**config.mk**
```make
export PLATFORM = sky130hd
export DESIGN_NAME = serial_sample_rx
export DESIGN_NICKNAME = d
export VERILOG_FILES = /design/src/rtl/ssr_pkg.sv /design/src/rtl/ssr_front.sv /design/src/rtl/ssr_shift.sv /design/src/rtl/ssr_ctrl.sv /design/src/rtl/serial_sample_rx.sv
export SDC_FILE = /design/constraint.sdc
export NUM_CORES = 1
export LEC_CHECK = 0
export BUFFER_PORTS_ARGS = -buffer_cell sky130_fd_sc_hd__buf_2
export CAP_MARGIN = 40
export CORE_MARGIN = 8
export CORE_UTILIZATION = 50
export CTS_CLUSTER_SIZE = 30
export DETAILED_ROUTE_END_ITERATION = 7
export PLACE_DENSITY_LB_ADDON = 0.25
export SYNTH_ARGS = -nofsm -noshare
export SYNTH_HDL_FRONTEND = slang
export SYNTH_HIERARCHICAL = 1
export SYNTH_SLANG_ARGS = --single-unit
```
**constraint.sdc**
```tcl
create_clock -name clk -period 3.1 [get_ports clk]
set_clock_uncertainty 0.05 [all_clocks]
set_input_delay 0.155 -clock clk [delete_from_list [all_inputs] [get_ports clk]]
set_output_delay 0.155 -clock clk [all_outputs]
set_load 0.03 [all_outputs]
```
**src/rtl/ssr_pkg.sv**
```systemverilog
package ssr_pkg;

    // Mode byte layout; field order gives bit 0 = packed_pair up to bits 7..4 = par_sel.
    typedef struct packed {
        logic [3:0] par_sel;
        logic       fs_low;
        logic       sck_fall;
        logic       real_in;
        logic       packed_pair;
    } mode_t;

    typedef enum logic [1:0] {
        RX_IDLE   = 2'd0,
        RX_WAIT   = 2'd1,
        RX_WAIT_Q = 2'd2
    } rx_state_t;

    function automatic mode_t decode_mode(input logic [7:0] raw);
        return mode_t'(raw);
    endfunction

    // A full 32-bit transfer is expected only for packed complex pairs.
    function automatic logic wide_word(input mode_t m);
        return m.packed_pair & ~m.real_in;
    endfunction

endpackage

```
**src/rtl/ssr_front.sv**
```systemverilog
module ssr_front #(
    parameter int STAGES = 2
) (
    input  logic clk,
    input  logic rst,
    input  logic ser_clk_i,
    input  logic ser_data_i,
    input  logic ser_frame_i,
    input  logic fall_sel,
    input  logic fs_low,
    output logic strobe_o,
    output logic bit_o,
    output logic frame_o
);
    logic [STAGES-1:0] sck_q;
    logic [STAGES-1:0] sdi_q;
    logic [STAGES-1:0] sfs_q;
    logic              sck_prev;
    logic              sck_s;

    always_ff @(posedge clk) begin
        if (rst) begin
            sck_q    <= '0;
            sdi_q    <= '0;
            sfs_q    <= '0;
            sck_prev <= 1'b0;
        end else begin
            sck_q    <= {sck_q[STAGES-2:0], ser_clk_i};
            sdi_q    <= {sdi_q[STAGES-2:0], ser_data_i};
            sfs_q    <= {sfs_q[STAGES-2:0], ser_frame_i};
            sck_prev <= sck_s;
        end
    end

    always_comb begin
        sck_s    = sck_q[STAGES-1];
        strobe_o = fall_sel ? (sck_prev & ~sck_s) : (~sck_prev & sck_s);
        bit_o    = sdi_q[STAGES-1];
        frame_o  = sfs_q[STAGES-1] ^ fs_low;
    end

endmodule

```
**src/rtl/ssr_shift.sv**
```systemverilog
module ssr_shift #(
    parameter int SAMPLE_W = 16
) (
    input  logic                  clk,
    input  logic                  rst,
    input  logic                  enable,
    input  logic                  wide,
    input  logic                  strobe,
    input  logic                  bit_in,
    input  logic                  frame,
    output logic                  done_o,
    output logic [2*SAMPLE_W-1:0] word_o
);
    localparam int WORD2 = 2 * SAMPLE_W;
    localparam int CNT_W = $clog2(WORD2 + 1);

    logic [WORD2-1:0] sh, sh_nxt;
    logic [CNT_W-1:0] cnt, cnt_nxt, target;
    logic             active;
    logic             take;

    always_comb begin
        sh_nxt  = {sh[WORD2-2:0], bit_in};
        cnt_nxt = frame ? CNT_W'(1) : cnt + CNT_W'(1);
        target  = wide ? CNT_W'(WORD2) : CNT_W'(SAMPLE_W);
        take    = strobe && (frame || active);
    end

    always_ff @(posedge clk) begin
        if (rst || !enable) begin
            sh     <= '0;
            cnt    <= '0;
            active <= 1'b0;
            done_o <= 1'b0;
            word_o <= '0;
        end else begin
            done_o <= 1'b0;
            if (take) begin
                sh <= sh_nxt;
                if (cnt_nxt == target) begin
                    done_o <= 1'b1;
                    word_o <= sh_nxt;
                    active <= 1'b0;
                    cnt    <= '0;
                end else begin
                    active <= 1'b1;
                    cnt    <= cnt_nxt;
                end
            end
        end
    end

endmodule

```
**src/rtl/ssr_ctrl.sv**
```systemverilog
module ssr_ctrl import ssr_pkg::*; #(
    parameter int SAMPLE_W = 16
) (
    input  logic                  clk,
    input  logic                  rst,
    input  logic                  enable,
    input  logic                  real_in,
    input  logic                  packed_pair,
    input  logic                  ready_i,
    input  logic                  done_i,
    input  logic [2*SAMPLE_W-1:0] word_i,
    output logic                  req_o,
    output logic                  valid_o,
    output logic                  overrun_o,
    output logic [SAMPLE_W-1:0]   samp_i_o,
    output logic [SAMPLE_W-1:0]   samp_q_o
);
    rx_state_t           state;
    logic [SAMPLE_W-1:0] stash_i;
    logic [SAMPLE_W-1:0] lo_half, hi_half;

    always_comb begin
        lo_half = word_i[SAMPLE_W-1:0];
        hi_half = word_i[2*SAMPLE_W-1:SAMPLE_W];
    end

    always_ff @(posedge clk) begin
        if (rst) begin
            state     <= RX_IDLE;
            req_o     <= 1'b0;
            valid_o   <= 1'b0;
            overrun_o <= 1'b0;
            samp_i_o  <= '0;
            samp_q_o  <= '0;
            stash_i   <= '0;
        end else begin
            req_o     <= 1'b0;
            valid_o   <= 1'b0;
            overrun_o <= 1'b0;
            if (!enable) begin
                state <= RX_IDLE;
            end else begin
                case (state)
                    RX_IDLE: begin
                        if (done_i) begin
                            overrun_o <= 1'b1;
                        end else if (ready_i) begin
                            req_o <= 1'b1;
                            state <= RX_WAIT;
                        end
                    end
                    RX_WAIT: begin
                        if (done_i) begin
                            if (real_in) begin
                                samp_i_o <= lo_half;
                                samp_q_o <= '0;
                                valid_o  <= 1'b1;
                                state    <= RX_IDLE;
                            end else if (packed_pair) begin
                                samp_i_o <= hi_half;
                                samp_q_o <= lo_half;
                                valid_o  <= 1'b1;
                                state    <= RX_IDLE;
                            end else begin
                                stash_i <= lo_half;
                                state   <= RX_WAIT_Q;
                            end
                        end
                    end
                    RX_WAIT_Q: begin
                        if (done_i) begin
                            samp_i_o <= stash_i;
                            samp_q_o <= lo_half;
                            valid_o  <= 1'b1;
                            state    <= RX_IDLE;
                        end
                    end
                    default: state <= RX_IDLE;
                endcase
            end
        end
    end

endmodule

```
**src/rtl/serial_sample_rx.sv**
```systemverilog
module serial_sample_rx import ssr_pkg::*; #(
    parameter int SAMPLE_W    = 16,
    parameter int SYNC_STAGES = 2,
    parameter int CHAN_IDX    = 0
) (
    input  logic                clk,
    input  logic                rst,
    input  logic [7:0]          mode_i,
    input  logic                ser_clk_i,
    input  logic                ser_data_i,
    input  logic                ser_frame_i,
    input  logic                ready_i,
    output logic                req_o,
    output logic                valid_o,
    output logic [SAMPLE_W-1:0] sample_i_o,
    output logic [SAMPLE_W-1:0] sample_q_o,
    output logic                overrun_o
);
    mode_t                 mode;
    logic                  serial_en;
    logic                  strobe, bit_s, frame_s;
    logic                  done;
    logic [2*SAMPLE_W-1:0] word;

    always_comb begin
        mode      = decode_mode(mode_i);
        serial_en = ~mode.par_sel[CHAN_IDX];
    end

    ssr_front #(.STAGES(SYNC_STAGES)) u_front (
        .clk         (clk),
        .rst         (rst),
        .ser_clk_i   (ser_clk_i),
        .ser_data_i  (ser_data_i),
        .ser_frame_i (ser_frame_i),
        .fall_sel    (mode.sck_fall),
        .fs_low      (mode.fs_low),
        .strobe_o    (strobe),
        .bit_o       (bit_s),
        .frame_o     (frame_s)
    );

    ssr_shift #(.SAMPLE_W(SAMPLE_W)) u_shift (
        .clk    (clk),
        .rst    (rst),
        .enable (serial_en),
        .wide   (wide_word(mode)),
        .strobe (strobe),
        .bit_in (bit_s),
        .frame  (frame_s),
        .done_o (done),
        .word_o (word)
    );

    ssr_ctrl #(.SAMPLE_W(SAMPLE_W)) u_ctrl (
        .clk         (clk),
        .rst         (rst),
        .enable      (serial_en),
        .real_in     (mode.real_in),
        .packed_pair (mode.packed_pair),
        .ready_i     (ready_i),
        .done_i      (done),
        .word_i      (word),
        .req_o       (req_o),
        .valid_o     (valid_o),
        .overrun_o   (overrun_o),
        .samp_i_o    (sample_i_o),
        .samp_q_o    (sample_q_o)
    );

endmodule

```
==> impl_metrics.csv <==
group,metric,value,unit
status,outcome,"complete, no violations",
critical_path,crit_end,"u_shift/word_o[21]",
sta,fin_hold_ws,0.0197,ns
floorplanning,core,10900,sq um
critical_path,critPathLaunch,"u_front/sfs_q[1]",
global_route,grt.overflow.total,0,
critical_path,max_stage_delay,0.57,ns
critical_path,slowest_stage,"xor2_1",
sta,fmax,412,MHz
critical_path,worstSetupEndpointType,"flop",
critical_path,cp_num_cells,7,
final_layout,diodes,0,
global_route,grt_pass1_wl,20100,um
critical_path,path_delay_family,"compound AO/OA/AOI/OAI gates",
floorplanning,pin_count,49,
critical_path,crit_path_start_kind,"flop",
floorplanning,start_util,0.514,
critical_path,critical_path.max_fanout,34,
detailed_routing,drt_wl_total,12300,um
global_route,grt_max_degree,69,
sta,hold_viol_final,0,
yosys,ys_async_sr_fraction,0,
pwr,leakagePower,2.46,nW
cts,cts_made_buffers,17,
cts,root_buffer,"clkbuf_8",
placed_design,dp_slack,0.708,ns
detailed_routing,drtAntennaViolNets,0,
sta,setup_viol,0,
critical_path,regToRegSetupSlack,0.67,ns
yosys,synth_top_area_frac,0.469,
cts,cts.sinks,131,
critical_path,reg2reg_from,"u_front/sfs_q[1]",
sta,setup_ws,0.671,ns
pwr,ir_drop,0.284,mV
detailed_routing,routedWlPerCell,15.2,um
cts,clk_latency,0.50,ns
yosys,synth_edf_count,0,
critical_path,crit_type,"flop to flop",
yosys,ys_ff_latch,131,
critical_path,ff2ff_path_depth,7,
yosys,synth_ff_type,"dfxtp_1",
yosys,ys_seq_area_frac,0.469,
cts,cts-htree-levels,4,
placed_design,dp_cells,773,
final_layout,final_cell_area,6470,sq um
cts,post_cts_buffers,0,
floorplanning,fp.dieH,122,um
yosys,ys_top_cells_by_area,"dfxtp_1 47%, mux2i_1 14%, nand2_1 9.2%",
detailed_routing,vias_per_cell,5.31,
final_layout,mostFrequentLayoutCell,"nand2_1",
sta,rsz0062_at_grt,"false",
detailed_routing,drtIter0Drc,479,
sta,min_period,2.43,ns
final_layout,fillers,928,
floorplanning,rows,38,
placed_design,io_buffers,45,
critical_path,r2r_end,"u_shift/word_o[21]",
placed_design,routabilityCongestion,0.797,
sta,max_slew_margin,0.438,
sta,fin_crit_sh,0.784,
global_route,grt.total_usage,0.168,
final_layout,nets,680,
critical_path,cp_data_arrival_time,2.80,ns
final_layout,finish.utilization,0.594,
final_layout,final_cell_mix,"137 x nand2_1, 131 x dfxtp_1, 81 x mux2i_1",
cts,max-clock-path-buffers,2,
detailed_routing,drc,0,
final_layout,drive_gt1_frac,0.155,
critical_path,crit_required,3.47,ns
cts,hold_buffers,8,
yosys,syn_avg_cell_area,8.98,sq um
yosys,synth.net_count,643,
yosys,yosysTopAreaCell,"dfxtp_1",
pwr,power,3.65,mW
final_layout,areaGrowthSynthToFinish,15.8,%
pwr,p_per_area,564,nW/um^2
run,drv_cap,0,
detailed_routing,vias,4318,
floorplanning,die_x,122,um
cts,cts_tree,"yes",
yosys,syn_inst,623,
floorplanning,dieArea,14800,sq um
detailed_routing,first_pass_iters,5,
global_route,antenna_found_initial,0,
cts,cts_resized,0,
critical_path,worstPathCellList,"xor2_1, o21a_1, and4_1, o21ai_1, a311oi_4, buf_12, mux2i_1",
critical_path,worst-path-buf-inv,1,
sta,tns,0,ns
global_route,grt_pass1_vias,4042,
hold_path,hp-class,"primary input to flop",
placed_design,dp_hpwl,8070,um
sta,worst_pin_slew,0.842,ns
placed_design,dpl_cell_area,5840,sq um
cts,clk_pin_slew,0.06,ns
sta,finalMaxSlewViolations,0,
final_layout,stdcell_count,813,
yosys,synth.distinct_cells,45,
yosys,synthesis.area,5590,sq um
yosys,yosys_warnings,6,
cell usage after synthesis, drive strengths merged, types with 3 or more instances:
| library cell | n |
|---|---|
| nand3 | 5 |
| nand3b | 3 |
| nor2 | 62 |
| o21ai | 7 |
| mux2i | 81 |
| clkbuf | 24 |
| and2 | 18 |
| buf | 20 |
| dfxtp | 131 |
| o22ai | 18 |
| nand2 | 137 |
| nor2b | 9 |
| ha | 6 |
| nand2b | 22 |
| inv | 5 |
| a21oi | 52 |
worst min path at each step:
stage	to	slack, ns	start	cells past startpoint
after floorplan	u_front/sck_prev	0.18	rst	1
after global placement	u_front/sck_q[0]	0.32	ser_clk_i	2
after detailed placement	u_front/sck_q[0]	0.32	ser_clk_i	2
after CTS	u_ctrl/valid_o	0.001	mode_i[0]	3
after global routing	u_ctrl/valid_o	0.06	mode_i[0]	3
final	u_ctrl/valid_o	0.02	mode_i[0]	3
flip-flops by register name, indices dropped and copies added (netlist names), 2 cells and up:
| name | cells |
|---|---|
| u_shift/word_o | 32 |
| u_shift/sh | 31 |
| u_ctrl/samp_i_o | 16 |
| u_ctrl/samp_q_o | 16 |
| u_ctrl/stash_i | 16 |
| u_shift/cnt | 6 |
| u_ctrl/state | 2 |
| u_front/sck_q | 2 |
| u_front/sdi_q | 2 |
| u_front/sfs_q | 2 |
cells by family (layout without fill, tap and decap cells):
| kind of cell | after synthesis | in the layout | share of synthesized area |
|---|---|---|---|
| buf+inv | 49 | 99 | 0.0497 |
| xor+xnor | 3 | 3 | 0.00470 |
| mux | 82 | 82 | 0.147 |
| fa+ha+maj | 6 | 6 | 0.0134 |
| flops | 131 | 131 | 0.469 |
| compound gates | 88 | 88 | 0.104 |
| simple gates | 264 | 264 | 0.212 |
layout make-up:
cell class              count  area (sq um)  share of cell area
flip-flops and latches    131          2620               0.405
multi-input cells         443          2710               0.419
inverters                   5          18.8             0.00290
clock inverters            13           125              0.0193
clock buffers              19           432              0.0667
repair buffers             62           385              0.0595
well taps                 140           175              0.0271
worst register-to-register path, stage by stage (launching register included):
cell and delay (ns):
dfxtp_1 0.32, xor2_1 0.57, o21a_1 0.21, and4_1 0.18, o21ai_1 0.12, a311oi_4 0.35
buf_12 0.30, mux2i_1 0.25
report_power, final:
| part | switching (mW) | leakage (nW) | internal [mW] |
|---|---|---|---|
| Clock | 0.752 | 0.258 | 1.09 |
| Combinational | 0.0741 | 1.15 | 0.0379 |
| Sequential | 0.00292 | 1.06 | 1.69 |
| Total | 0.829 | 2.46 | 2.82 |
layer usage:
layer | up-vias | share of wire | global-route usage
met2 | 113 | 0.47 | 0.269
met3 | 13 | 0.049 | 0.0356
met1 | 2032 | 0.47 | 0.220
li1 | 2160 | - | -
met5 | - | 0 | 0
met4 | 0 | 0.0088 | 0.0578
(Power assumes the default switching activity.)
